==> src/rtl/amo_pkg.sv <==
`timescale 1ns/1ps
package amo_pkg;

  typedef enum logic [3:0] {
    ALU_SWAP, ALU_ADD, ALU_XOR, ALU_AND, ALU_OR,
    ALU_MIN, ALU_MAX, ALU_MINU, ALU_MAXU
  } aluOp_e;

  typedef struct packed {
    logic   legal;
    logic   isDword;
    aluOp_e op;
  } decoded_t;

  // strobes from control to datapath
  typedef struct packed {
    logic latchReq;
    logic captureRead;
  } strobes_t;

  localparam logic [6:0] AMO_OPCODE = 7'b0101111;
  localparam logic [2:0] SZ_WORD    = 3'b010;
  localparam logic [2:0] SZ_DWORD   = 3'b011;

  function automatic decoded_t decodeAmo(input logic [31:0] ins, input logic dwordOk);
    decoded_t d;
    d.legal   = (ins[6:0] == AMO_OPCODE);
    d.isDword = 1'b0;
    d.op      = ALU_ADD;
    case (ins[14:12])
      SZ_WORD:  d.isDword = 1'b0;
      SZ_DWORD: begin
        d.isDword = 1'b1;
        if (!dwordOk) d.legal = 1'b0;
      end
      default:  d.legal = 1'b0;
    endcase
    case (ins[31:27])
      5'b00001: d.op = ALU_SWAP;
      5'b00000: d.op = ALU_ADD;
      5'b00100: d.op = ALU_XOR;
      5'b01100: d.op = ALU_AND;
      5'b01000: d.op = ALU_OR;
      5'b10000: d.op = ALU_MIN;
      5'b10100: d.op = ALU_MAX;
      5'b11000: d.op = ALU_MINU;
      5'b11100: d.op = ALU_MAXU;
      default:  d.legal = 1'b0;
    endcase
    return d;
  endfunction

endpackage

==> src/rtl/amo_alu.sv <==
`timescale 1ns/1ps
module amo_alu
  import amo_pkg::*;
#(
  parameter int XLEN = 64
) (
  input  aluOp_e           op,
  input  logic [XLEN-1:0]  oldVal,
  input  logic [XLEN-1:0]  operand,
  output logic [XLEN-1:0]  result
);

  logic sGreater, sLess, uGreater, uLess;

  always_comb begin
    sGreater = $signed(oldVal) > $signed(operand);
    sLess    = $signed(oldVal) < $signed(operand);
    uGreater = oldVal > operand;
    uLess    = oldVal < operand;
  end

  always_comb begin
    case (op)
      ALU_SWAP: result = operand;
      ALU_ADD:  result = oldVal + operand;
      ALU_XOR:  result = oldVal ^ operand;
      ALU_AND:  result = oldVal & operand;
      ALU_OR:   result = oldVal | operand;
      ALU_MIN:  result = sGreater ? operand : oldVal;
      ALU_MAX:  result = sLess    ? operand : oldVal;
      ALU_MINU: result = uGreater ? operand : oldVal;
      ALU_MAXU: result = uLess    ? operand : oldVal;
      default:  result = operand;
    endcase
  end

endmodule

==> src/rtl/amo_datapath.sv <==
`timescale 1ns/1ps
module amo_datapath
  import amo_pkg::*;
#(
  parameter int XLEN = 64
) (
  input  logic             clk,
  input  logic             rstN,
  input  strobes_t         strobes,
  input  aluOp_e           opIn,
  input  logic             dwordIn,
  input  logic [4:0]       rdIn,
  input  logic [XLEN-1:0]  rs1Val,
  input  logic [XLEN-1:0]  rs2Val,
  input  logic [XLEN-1:0]  memRdata,
  output logic [XLEN-1:0]  memAddr,
  output logic [XLEN-1:0]  memWdata,
  output logic             memDword,
  output logic [4:0]       rdIdx,
  output logic [XLEN-1:0]  rdData,
  output logic             rdNonZero
);

  aluOp_e          opQ;
  logic            dwordQ;
  logic [4:0]      rdQ;
  logic [XLEN-1:0] addrQ, operandQ, oldQ, aluOut;

  function automatic logic [XLEN-1:0] sextWord(input logic [31:0] w);
    return XLEN'(signed'(w));
  endfunction

  always_ff @(posedge clk) begin
    if (!rstN) begin
      opQ      <= ALU_ADD;
      dwordQ   <= 1'b0;
      rdQ      <= '0;
      addrQ    <= '0;
      operandQ <= '0;
      oldQ     <= '0;
    end else begin
      if (strobes.latchReq) begin
        opQ      <= opIn;
        dwordQ   <= dwordIn;
        rdQ      <= rdIn;
        addrQ    <= rs1Val;
        operandQ <= dwordIn ? rs2Val : sextWord(rs2Val[31:0]);
      end
      if (strobes.captureRead)
        oldQ <= dwordQ ? memRdata : sextWord(memRdata[31:0]);
    end
  end

  amo_alu #(.XLEN(XLEN)) u_alu (
    .op      (opQ),
    .oldVal  (oldQ),
    .operand (operandQ),
    .result  (aluOut)
  );

  always_comb begin
    memAddr   = addrQ;
    memWdata  = dwordQ ? aluOut : sextWord(aluOut[31:0]);
    memDword  = dwordQ;
    rdIdx     = rdQ;
    rdData    = oldQ;
    rdNonZero = (rdQ != 5'd0);
  end

endmodule

==> src/rtl/amo_ctrl.sv <==
`timescale 1ns/1ps
module amo_ctrl
  import amo_pkg::*;
(
  input  logic       clk,
  input  logic       rstN,
  input  logic       reqValid,
  input  logic       legal,
  input  logic       isDword,
  input  logic [2:0] addrLow,
  input  logic       memReqReady,
  input  logic       memRespValid,
  input  logic       rdNonZero,
  output logic       reqReady,
  output logic       memReqValid,
  output logic       memWe,
  output logic       memLock,
  output logic       doneValid,
  output logic       illegal,
  output logic       misaligned,
  output logic       rdWrEn,
  output strobes_t   strobes
);

  typedef enum logic [2:0] {S_IDLE, S_READ, S_RWAIT, S_WRITE, S_DONE} state_e;

  state_e state, stateNext;
  logic   illQ, misQ, misNow;

  always_comb misNow = isDword ? (addrLow != 3'd0) : (addrLow[1:0] != 2'd0);

  always_comb begin
    stateNext = state;
    strobes   = '0;
    case (state)
      S_IDLE: if (reqValid) begin
        strobes.latchReq = 1'b1;
        stateNext = (legal && !misNow) ? S_READ : S_DONE;
      end
      S_READ:  if (memReqReady) stateNext = S_RWAIT;
      S_RWAIT: if (memRespValid) begin
        strobes.captureRead = 1'b1;
        stateNext = S_WRITE;
      end
      S_WRITE: if (memReqReady) stateNext = S_DONE;
      S_DONE:  stateNext = S_IDLE;
      default: stateNext = S_IDLE;
    endcase
  end

  always_ff @(posedge clk) begin
    if (!rstN) begin
      state <= S_IDLE;
      illQ  <= 1'b0;
      misQ  <= 1'b0;
    end else begin
      state <= stateNext;
      if (state == S_IDLE && reqValid) begin
        illQ <= !legal;
        misQ <= legal && misNow;
      end
    end
  end

  always_comb begin
    reqReady    = (state == S_IDLE);
    memReqValid = (state == S_READ) || (state == S_WRITE);
    memWe       = (state == S_WRITE);
    memLock     = (state == S_READ) || (state == S_RWAIT) || (state == S_WRITE);
    doneValid   = (state == S_DONE);
    illegal     = doneValid && illQ;
    misaligned  = doneValid && misQ;
    rdWrEn      = doneValid && !illQ && !misQ && rdNonZero;
  end

  // a stalled request keeps its valid and direction
  assert_hold_request_R11: assert property (@(posedge clk) disable iff (!rstN)
    (memReqValid && !memReqReady) |=> (memReqValid && $stable(memWe)));

  // every memory request lies inside the lock window
  assert_lock_covers_req_R5: assert property (@(posedge clk) disable iff (!rstN)
    memReqValid |-> memLock);

  assert_done_pulse_R11: assert property (@(posedge clk) disable iff (!rstN)
    doneValid |=> !doneValid);

  assert_flags_exclusive_R4: assert property (@(posedge clk) disable iff (!rstN)
    !(illegal && misaligned));

  // a write request follows a cycle in which the lock was already held
  assert_write_after_read_R5: assert property (@(posedge clk) disable iff (!rstN)
    $rose(memWe) |-> $past(memLock));

endmodule

==> src/rtl/amo_unit.sv <==
`timescale 1ns/1ps
module amo_unit
  import amo_pkg::*;
#(
  parameter int XLEN = 64
) (
  input  logic             clk,
  input  logic             rstN,
  input  logic             reqValid,
  output logic             reqReady,
  input  logic [31:0]      instr,
  input  logic [XLEN-1:0]  rs1Val,
  input  logic [XLEN-1:0]  rs2Val,
  output logic             memReqValid,
  input  logic             memReqReady,
  output logic             memWe,
  output logic             memDword,
  output logic [XLEN-1:0]  memAddr,
  output logic [XLEN-1:0]  memWdata,
  input  logic             memRespValid,
  input  logic [XLEN-1:0]  memRdata,
  output logic             memLock,
  output logic             doneValid,
  output logic             illegal,
  output logic             misaligned,
  output logic             rdWrEn,
  output logic [4:0]       rdIdx,
  output logic [XLEN-1:0]  rdData
);

  localparam logic DWORD_OK = (XLEN >= 64);

  decoded_t dec;
  strobes_t strobes;
  logic     rdNonZero;

  always_comb dec = decodeAmo(instr, DWORD_OK);

  amo_ctrl u_ctrl (
    .clk          (clk),
    .rstN         (rstN),
    .reqValid     (reqValid),
    .legal        (dec.legal),
    .isDword      (dec.isDword),
    .addrLow      (rs1Val[2:0]),
    .memReqReady  (memReqReady),
    .memRespValid (memRespValid),
    .rdNonZero    (rdNonZero),
    .reqReady     (reqReady),
    .memReqValid  (memReqValid),
    .memWe        (memWe),
    .memLock      (memLock),
    .doneValid    (doneValid),
    .illegal      (illegal),
    .misaligned   (misaligned),
    .rdWrEn       (rdWrEn),
    .strobes      (strobes)
  );

  amo_datapath #(.XLEN(XLEN)) u_dp (
    .clk       (clk),
    .rstN      (rstN),
    .strobes   (strobes),
    .opIn      (dec.op),
    .dwordIn   (dec.isDword),
    .rdIn      (instr[11:7]),
    .rs1Val    (rs1Val),
    .rs2Val    (rs2Val),
    .memRdata  (memRdata),
    .memAddr   (memAddr),
    .memWdata  (memWdata),
    .memDword  (memDword),
    .rdIdx     (rdIdx),
    .rdData    (rdData),
    .rdNonZero (rdNonZero)
  );

  // writeback only on a clean completion toward a nonzero register
  assert_writeback_gate_R7: assert property (@(posedge clk) disable iff (!rstN)
    rdWrEn |-> (doneValid && rdIdx != 5'd0 && !illegal && !misaligned));

endmodule

==> config.mk <==
export PLATFORM = sky130hd
export DESIGN_NAME = amo_unit
export DESIGN_NICKNAME = d
export VERILOG_FILES = /design/src/rtl/amo_pkg.sv /design/src/rtl/amo_alu.sv /design/src/rtl/amo_datapath.sv /design/src/rtl/amo_ctrl.sv /design/src/rtl/amo_unit.sv
export SDC_FILE = /design/constraint.sdc
export NUM_CORES = 1
export LEC_CHECK = 0
export BUFFER_PORTS_ARGS = -buffer_cell sky130_fd_sc_hd__buf_2
export CELL_PAD_IN_SITES_DETAIL_PLACEMENT = 1
export CELL_PAD_IN_SITES_GLOBAL_PLACEMENT = 1
export CORE_UTILIZATION = 44
export CTS_BUF_LIST = sky130_fd_sc_hd__clkbuf_16
export DETAILED_ROUTE_END_ITERATION = 8
export PLACE_DENSITY = 0.85
export SYNTH_ARGS = -nofsm -noshare
export SYNTH_HDL_FRONTEND = slang
export SYNTH_HIERARCHICAL = 1
export SYNTH_SLANG_ARGS = --single-unit
==> constraint.sdc <==
create_clock -name clk -period 10.4 [get_ports clk]
set_input_delay 0.52 -clock clk [delete_from_list [all_inputs] [get_ports clk]]
set_output_delay 0.52 -clock clk [all_outputs]
set_load 0.05 [all_outputs]
# Yosys cells after proc, flatten, opt, wreduce, memory -nomap -nowiden
# Cells that the tools add are included.
# classes
reduce_logical	23
add_sub_neg	1
bitwise_logic	3
mux	23
n_eq_ne	27
n_lt_le_gt_ge	4
# ops
operator	count
one-hot mux 64 bit (8 select lines)	1
2-to-1 mux 64 bit	7
greater-than comparator 64 bit	2
< comparator 64 bit	2
adder 64 bit	1
bitwise AND 64 bit	1
bitwise OR 64 bit	1
bitwise XOR 64 bit	1
one-hot mux 4 bit (8 select lines)	1
== test 5 bit (second input constant)	4
== test 4 x 3 -> 1 bit (second input constant)	4
2-to-1 mux 3 bit	5
== test 3 x 2 -> 1 bit (second input constant)	4
one-hot mux 3 bit (4 select lines)	1
== test 5 x 4 -> 1 bit (second input constant)	2
OR reduction 9 bit	1
== test 4 x 2 -> 1 bit (second input constant)	2
logical AND 1 bit	8
2-to-1 mux 1 bit	8
!= test 2 bit (second input constant)	4
== test 7 x 6 -> 1 bit (second input constant)	1
== test 5 x 1 -> 1 bit (second input constant)	1
== test 5 x 3 -> 1 bit (second input constant)	1
zero test 5 bit	1
12 further kinds	17
# word_totals
in_bits	229
word_cells	90
register_bits	207

# Longest topological paths before layout
# logic_depth
depth_word	8
depth_mapped	18

# Hierarchy
# Netlist, hierarchy kept.
# modules_own_cells
mod	cells_per_inst	n_inst	area_per_inst_um2
amo_alu	1624	1	10616.4
amo_datapath	812	1	7941.4
amo_ctrl	41	1	354.1
amo_unit	19	1	126.4

# Least setup slack after synthesis
# OpenSTA, ideal clock, no wires.
# synth_path
path_type	register -> output
from	register u_dp.oldQ[61], in the netlist u_dp/rdData[61]
to	output memWdata[32]
arrival_time_ps	5001
slack_ps	4879
n_path_buf	4
stages_incl_launch_ff	17
path_cell_list	dfxtp_1 inv_1 ha_1 clkbuf_1 nor4_2 nand2_1 nor4_2 o21ai_0 nand3_2 a21o_1 buf_2 buf_1 a21oi_1 o221ai_1 nand2b_1 clkbuf_1 nand2_1
# synth_between
elab_chain_cells	4
elab_cells_between_ends	10
cone_classes	order compare (4); mux (6)
# synth_lines
item	line	rtl
start: declaration	amo_datapath.sv:27	logic [XLEN-1:0] addrQ, operandQ, oldQ, aluOut;
start signal: assignment	amo_datapath.sv:50	oldQ <= dwordQ ? memRdata : sextWord(memRdata[31:0]);
< comparator 64 bit (tied with other cells)	amo_alu.sv:19	uLess = oldVal < operand;
2-to-1 mux 64 bit, on equally long branches	--	
one-hot mux 64 bit (8 select lines) *	amo_alu.sv:23	case (op)
2-to-1 mux 64 bit *	amo_datapath.sv:63	memWdata = dwordQ ? aluOut : sextWord(aluOut[31:0]);
end: declaration	amo_unit.sv:19	output logic [XLEN-1:0] memWdata,
# Every way passes the cells marked *; elsewhere a longest branch is shown, timed or not.

# Worst setup path after layout
# layout_path
from	register u_dp.oldQ[53], in the netlist u_dp/rdData[53]
to	output memWdata[39]
# layout_between
elab_chain_cells	4
elab_cells_between_ends	10
cone_classes	order compare (4); mux (6)
# layout_lines
item	line
< comparator 64 bit (tied with other cells)	amo_alu.sv:19
2-to-1 mux 64 bit, on equally long branches	--
one-hot mux 64 bit (8 select lines) *	amo_alu.sv:23
named net u_dp.aluOut[39]	amo_datapath.sv:27
2-to-1 mux 64 bit *	amo_datapath.sv:63
# The timed path passes the listed nets; every way through them passes the cells marked *.

==> summary.md <==
| Metric | Value |
|---|---|
| Minimum period implied by the final worst setup slack | `7.27 ns` |
| Reg area | `4150 µm²` |
| Multi-input gate area | `13400 µm²` |
| Tightest Hold Check Type | `in -> reg` |
| CTS tree | `built` |
| Cell breakdown of the critical path | `inv_1 -> ha_1 -> nor4_4 -> nand4_1 -> nor4_2 -> o21ai_0 -> buf_4 -> nand3_2 -> a21o_1 -> buf_4 -> a21oi_1 -> nand2_1 -> a221oi_1 -> o21ai_1 -> nand2_1 -> nand2_1 -> buf_2` |
| Max clock buf depth | `3` |
| Row cnt | `75` |
| Area of the mapped netlist | `19000 µm²` |
| Crit-path most repeated cell | `sky130_fd_sc_hd__nand2_1` |
| Leakage Power | `9.50 nW` |
| Via density | `6.08` |
| Number of sinks handled by clock tree synthesis | `207` |
| Num CTS Buffers | `25` |
| Number of antenna violations at the first check in global routing | `10` |
| Placed insts | `3333` |
| Initial drt markers | `1484` |
| Fraction of post-synthesis cell area in the top cell type by area | `21.8%` |
| Setup repair bufs after CTS | `0` |
| Crit share post-route | `69.9%` |
| Synthesized-area fraction occupied by adder cells | `12.7%` |
| Clock slew at the register clock pins of the worst setup and hold paths | `0.06 ns` |
| Highest metal layer with signal wires | `met4` |
| Number of synthesized flops with an enable pin | `0` |
| Core Region | `42300 µm²` |
| Proportion of register bits with asynchronous set or reset after synthesis | `0%` |
| Syn Area/Cell | `7.63 µm²` |
| Critical path arrival | `6.75 ns` |
| Syn_nets | `2918` |
| Transition time at the pin with the least slew margin | `1.05 ns` |
| Maximum fanout count along the critical path | `46` |
| Worst IR drop on VDD | `112 µV` |
| Warning count from the yosys run | `6` |
| Maximum number of pins on one net before global-route repair | `105` |
| Die boundary width | `210 µm` |
| Relative slew slack | `30.2%` |
| First-pass DRT Iterations | `5` |
| Final setup viols | `0` |
| Reg2Reg Capture Point | `u_dp/memAddr[49]` |
| Routability Congestion | `0.954` |
| Worst clock skew | `0.0238 ns` |
| Wire length per cell after detailed routing | `23.6 µm` |
| Cell at the root of the clock tree | `sky130_fd_sc_hd__clkbuf_16` |
| Type of destination of the critical path | `primary output` |
| Total global routing track utilization | `34.6%` |
| M1 wire length | `31900 µm` |
| Launch point of the worst reg-to-reg path | `u_ctrl/state[2]` |
| Result of the run | `finished clean` |
| Number of buffers inserted by hold repair at cts | `0` |
| Fraction of the mapped netlist area in compound gates | `27.7%` |
| Number of vias in the routed layout | `20.6k` |
| Setup repair after global routing missed its margin | `false` |
| Total negative slack for setup checks | `0 ns` |
| Most used flip-flop cell after synthesis | `sky130_fd_sc_hd__dfxtp_1` |
| Kind of start point of the critical path | `flip-flop` |
| Total power per unit cell area | `108 nW/µm²` |
| CP startpoint | `u_dp/rdData[53]` |
| Clock latency on the worst-skew pair | `0.58 ns` |
| Fin nets | `3205` |
| Residual DRC count | `0` |
| H-tree levels | `1` |
| Final hold violation count | `0` |
| Fraction of the mapped netlist area in simple logic gates | `18.9%` |
| HPWL after DPL | `58500 µm` |
| Biggest area consumer among synthesized cells | `sky130_fd_sc_hd__dfxtp_1` |
| R2R depth | `5` |
| Routed Wire Length | `79900 µm` |
| Share of synthesized area spent on multiplexers | `9.00%` |
| Share of final-layout standard cells stronger than drive strength 1 | `19.1%` |
| Upper clock frequency limit | `138 MHz` |
| Boundary Pins | `435` |
| # Max-Cap Violations | `0` |
| Crit-path slowest cell | `sky130_fd_sc_hd__nand2_1` |
| Critical Path Max Stage Delay | `0.80 ns` |
| Synthesized flop and latch total | `207` |
| Reg-to-reg setup timing slack | `7.31 ns` |
| Effective utilization at floorplan | `45.0%` |
| Sequential element share of the synthesized area | `21.8%` |
| Pins over their slew limit | `0` |
| Layout Area Growth over Synthesis | `15.5%` |
| Die extent in y | `210 µm` |
| Sum of met2 wire segment lengths after detailed routing | `38400 µm` |
| First-pass GRT wire length | `120000 µm` |
| Instance count of the mapped netlist | `2496` |
| Xor/xnor share of the synthesized area | `1.74%` |
| Post-DRT Antenna Nets | `0` |
| Critical Setup Path Class | `reg -> out` |
| Final standard cell count with taps included and fillers excluded | `3387` |
| Input/output buffers | `422` |
| CP Capture Point | `memWdata[39]` |
| Number of fill cells | `5391` |
| Overflow after GRT | `0` |
| DR WL met3 | `5620 µm` |
| Via count of the first global-routing pass | `21.4k` |
| Required @ worst endpoint | `9.88 ns` |
| Post_cts resized | `0` |
| Overall die area | `44100 µm²` |
| Cell variety after synth | `97` |
| Cells taking the most area after synthesis | `sky130_fd_sc_hd__dfxtp_1 22%, sky130_fd_sc_hd__ha_1 13%, sky130_fd_sc_hd__mux2i_1 8.9%` |
| Dominant combinational cell family by area after synthesis | `compound AO/OA/AOI/OAI gates` |
## Yosys cell counts (6+ instances only)
cell type,instances
sky130_fd_sc_hd__nor4_2,6
sky130_fd_sc_hd__xnor2_1,23
sky130_fd_sc_hd__a21boi_1,6
sky130_fd_sc_hd__inv_1,159
sky130_fd_sc_hd__mux2i_1,170
sky130_fd_sc_hd__o21a_1,15
sky130_fd_sc_hd__a211oi_1,18
sky130_fd_sc_hd__nor2b_1,155
sky130_fd_sc_hd__or3_1,6
sky130_fd_sc_hd__a31oi_1,71
sky130_fd_sc_hd__buf_4,11
sky130_fd_sc_hd__nand4_1,22
sky130_fd_sc_hd__nor3_1,29
sky130_fd_sc_hd__and3_1,12
sky130_fd_sc_hd__buf_1,8
sky130_fd_sc_hd__clkbuf_1,95
sky130_fd_sc_hd__o31ai_1,11
sky130_fd_sc_hd__o21bai_1,25
sky130_fd_sc_hd__nand2b_1,14
sky130_fd_sc_hd__a21oi_1,190
sky130_fd_sc_hd__nor2_1,133
sky130_fd_sc_hd__a21boi_0,6
sky130_fd_sc_hd__nor4_1,12
sky130_fd_sc_hd__xor2_1,13
sky130_fd_sc_hd__dfxtp_1,207
sky130_fd_sc_hd__nand2_1,263
sky130_fd_sc_hd__buf_8,7
sky130_fd_sc_hd__a221o_1,11
sky130_fd_sc_hd__ha_1,192
sky130_fd_sc_hd__o21ai_1,20
sky130_fd_sc_hd__a221oi_1,59
sky130_fd_sc_hd__and2_1,12
sky130_fd_sc_hd__o22ai_1,9
sky130_fd_sc_hd__o221ai_1,20
sky130_fd_sc_hd__a22oi_1,32
sky130_fd_sc_hd__o21ai_0,200
sky130_fd_sc_hd__nand3_1,22
sky130_fd_sc_hd__a21o_1,25
sky130_fd_sc_hd__inv_2,8
sky130_fd_sc_hd__buf_2,66
sky130_fd_sc_hd__o211ai_1,25
## cell type report
cell class / count / share of cell area (%)
flip-flops and latches: 207 / 18.8
clock inverters: 18 / 0.546
inverters: 167 / 2.85
clock buffers: 25 / 2.84
repair buffers: 451 / 10.6
diodes: 11 / 0.125
well taps: 577 / 3.28
multi-input cells: 1931 / 60.9
## flip-flops by register name, summed over array words and instances, names as in the netlist
name           flops
u_ctrl/misQ        1
u_dp/memDword      1
u_dp/opQ           4
u_dp/operandQ     64
u_ctrl/illQ        1
u_ctrl/state       3
u_dp/memAddr      64
u_dp/rdIdx         5
u_dp/rdData       64
## cells by family after synthesis
logic type | Yosys count
fa+ha+maj | 193
buf+inv | 358
compound gates | 811
xor+xnor | 37
mux | 171
flops | 207
simple gates | 719
## cells in the final DEF, fill, tap and decap left out, types with 14 or more instances in the layout
cell type	count
sky130_fd_sc_hd__xnor2_1	22
sky130_fd_sc_hd__o21ai_1	20
sky130_fd_sc_hd__a22oi_1	32
sky130_fd_sc_hd__o21a_1	15
sky130_fd_sc_hd__o221ai_1	20
sky130_fd_sc_hd__mux2i_1	170
sky130_fd_sc_hd__dfxtp_1	206
sky130_fd_sc_hd__a221oi_1	59
sky130_fd_sc_hd__nor3_1	25
sky130_fd_sc_hd__nand4_1	22
sky130_fd_sc_hd__a21oi_1	189
sky130_fd_sc_hd__nand2_1	262
sky130_fd_sc_hd__nor2_1	132
sky130_fd_sc_hd__buf_2	421
sky130_fd_sc_hd__o21bai_1	25
sky130_fd_sc_hd__nand3_1	22
sky130_fd_sc_hd__o21ai_0	200
sky130_fd_sc_hd__inv_1	164
sky130_fd_sc_hd__a211oi_1	18
sky130_fd_sc_hd__nor2b_1	155
sky130_fd_sc_hd__nand2b_1	14
sky130_fd_sc_hd__o211ai_1	25
sky130_fd_sc_hd__buf_4	30
sky130_fd_sc_hd__a31oi_1	71
sky130_fd_sc_hd__ha_1	192
sky130_fd_sc_hd__clkbuf_16	25
sky130_fd_sc_hd__a21o_1	25
## report_power, final
part	switching (mW)	leakage, nW	internal [mW]	total, mW
registers	0.0445	1.69	0.831	0.875
clock network	0.366	0.386	0.460	0.826
logic	0.462	7.42	0.207	0.669
total	0.873	9.50	1.50	2.37
## routing by layer
metal  up-vias  GRT usage [%]
li1       9502              -
met5         -              0
met2       764           60.3
met3       210           6.60
met4         0           18.7
met1     10117           39.9
## worst min-delay path by stage
| stage | startpoint | end | cells after the start |
|---|---|---|---|
| 6_report | rs2Val[18] | u_dp/operandQ[18] | 3 |
| 3_3_place_gp | u_ctrl/misQ | u_ctrl/misQ | 2 |
| 3_5_place_dp | u_ctrl/misQ | u_ctrl/misQ | 2 |
| 4_1_cts | rs2Val[18] | u_dp/operandQ[18] | 3 |
| 2_1_floorplan | u_ctrl/misQ | u_ctrl/misQ | 2 |
| 5_1_grt | rs2Val[18] | u_dp/operandQ[18] | 3 |
## metrics by stage
step	power, mW	worst slack [ns]	hold slack [ns]	util (%)	cell area, µm²
6_report	2.37	3.13	0.206	52.0	22000
3_5_place_dp	1.55	3.91	0.465	50.1	21200
4_1_cts	2.38	3.24	0.182	51.9	22000
2_1_floorplan	1.35	4.88	0.437	-	19000
3_3_place_gp	1.52	4.06	0.458	50.1	21200
5_1_grt	2.46	2.91	0.193	52.0	22000
## worst max-delay path, delay by kind of cell (launching register included)
| family | cells | cell delay [ns] |
|---|---|---|
| adder cells (fa/ha/maj) | 1 | 0.44 |
| flip-flops | 1 | 0.60 |
| AND/OR/NAND/NOR | 7 | 2.55 |
| buffers and inverters | 4 | 1.21 |
| AO/OA/AOI/OAI | 5 | 1.31 |
Note: power is estimated with default switching activity, not from simulation.
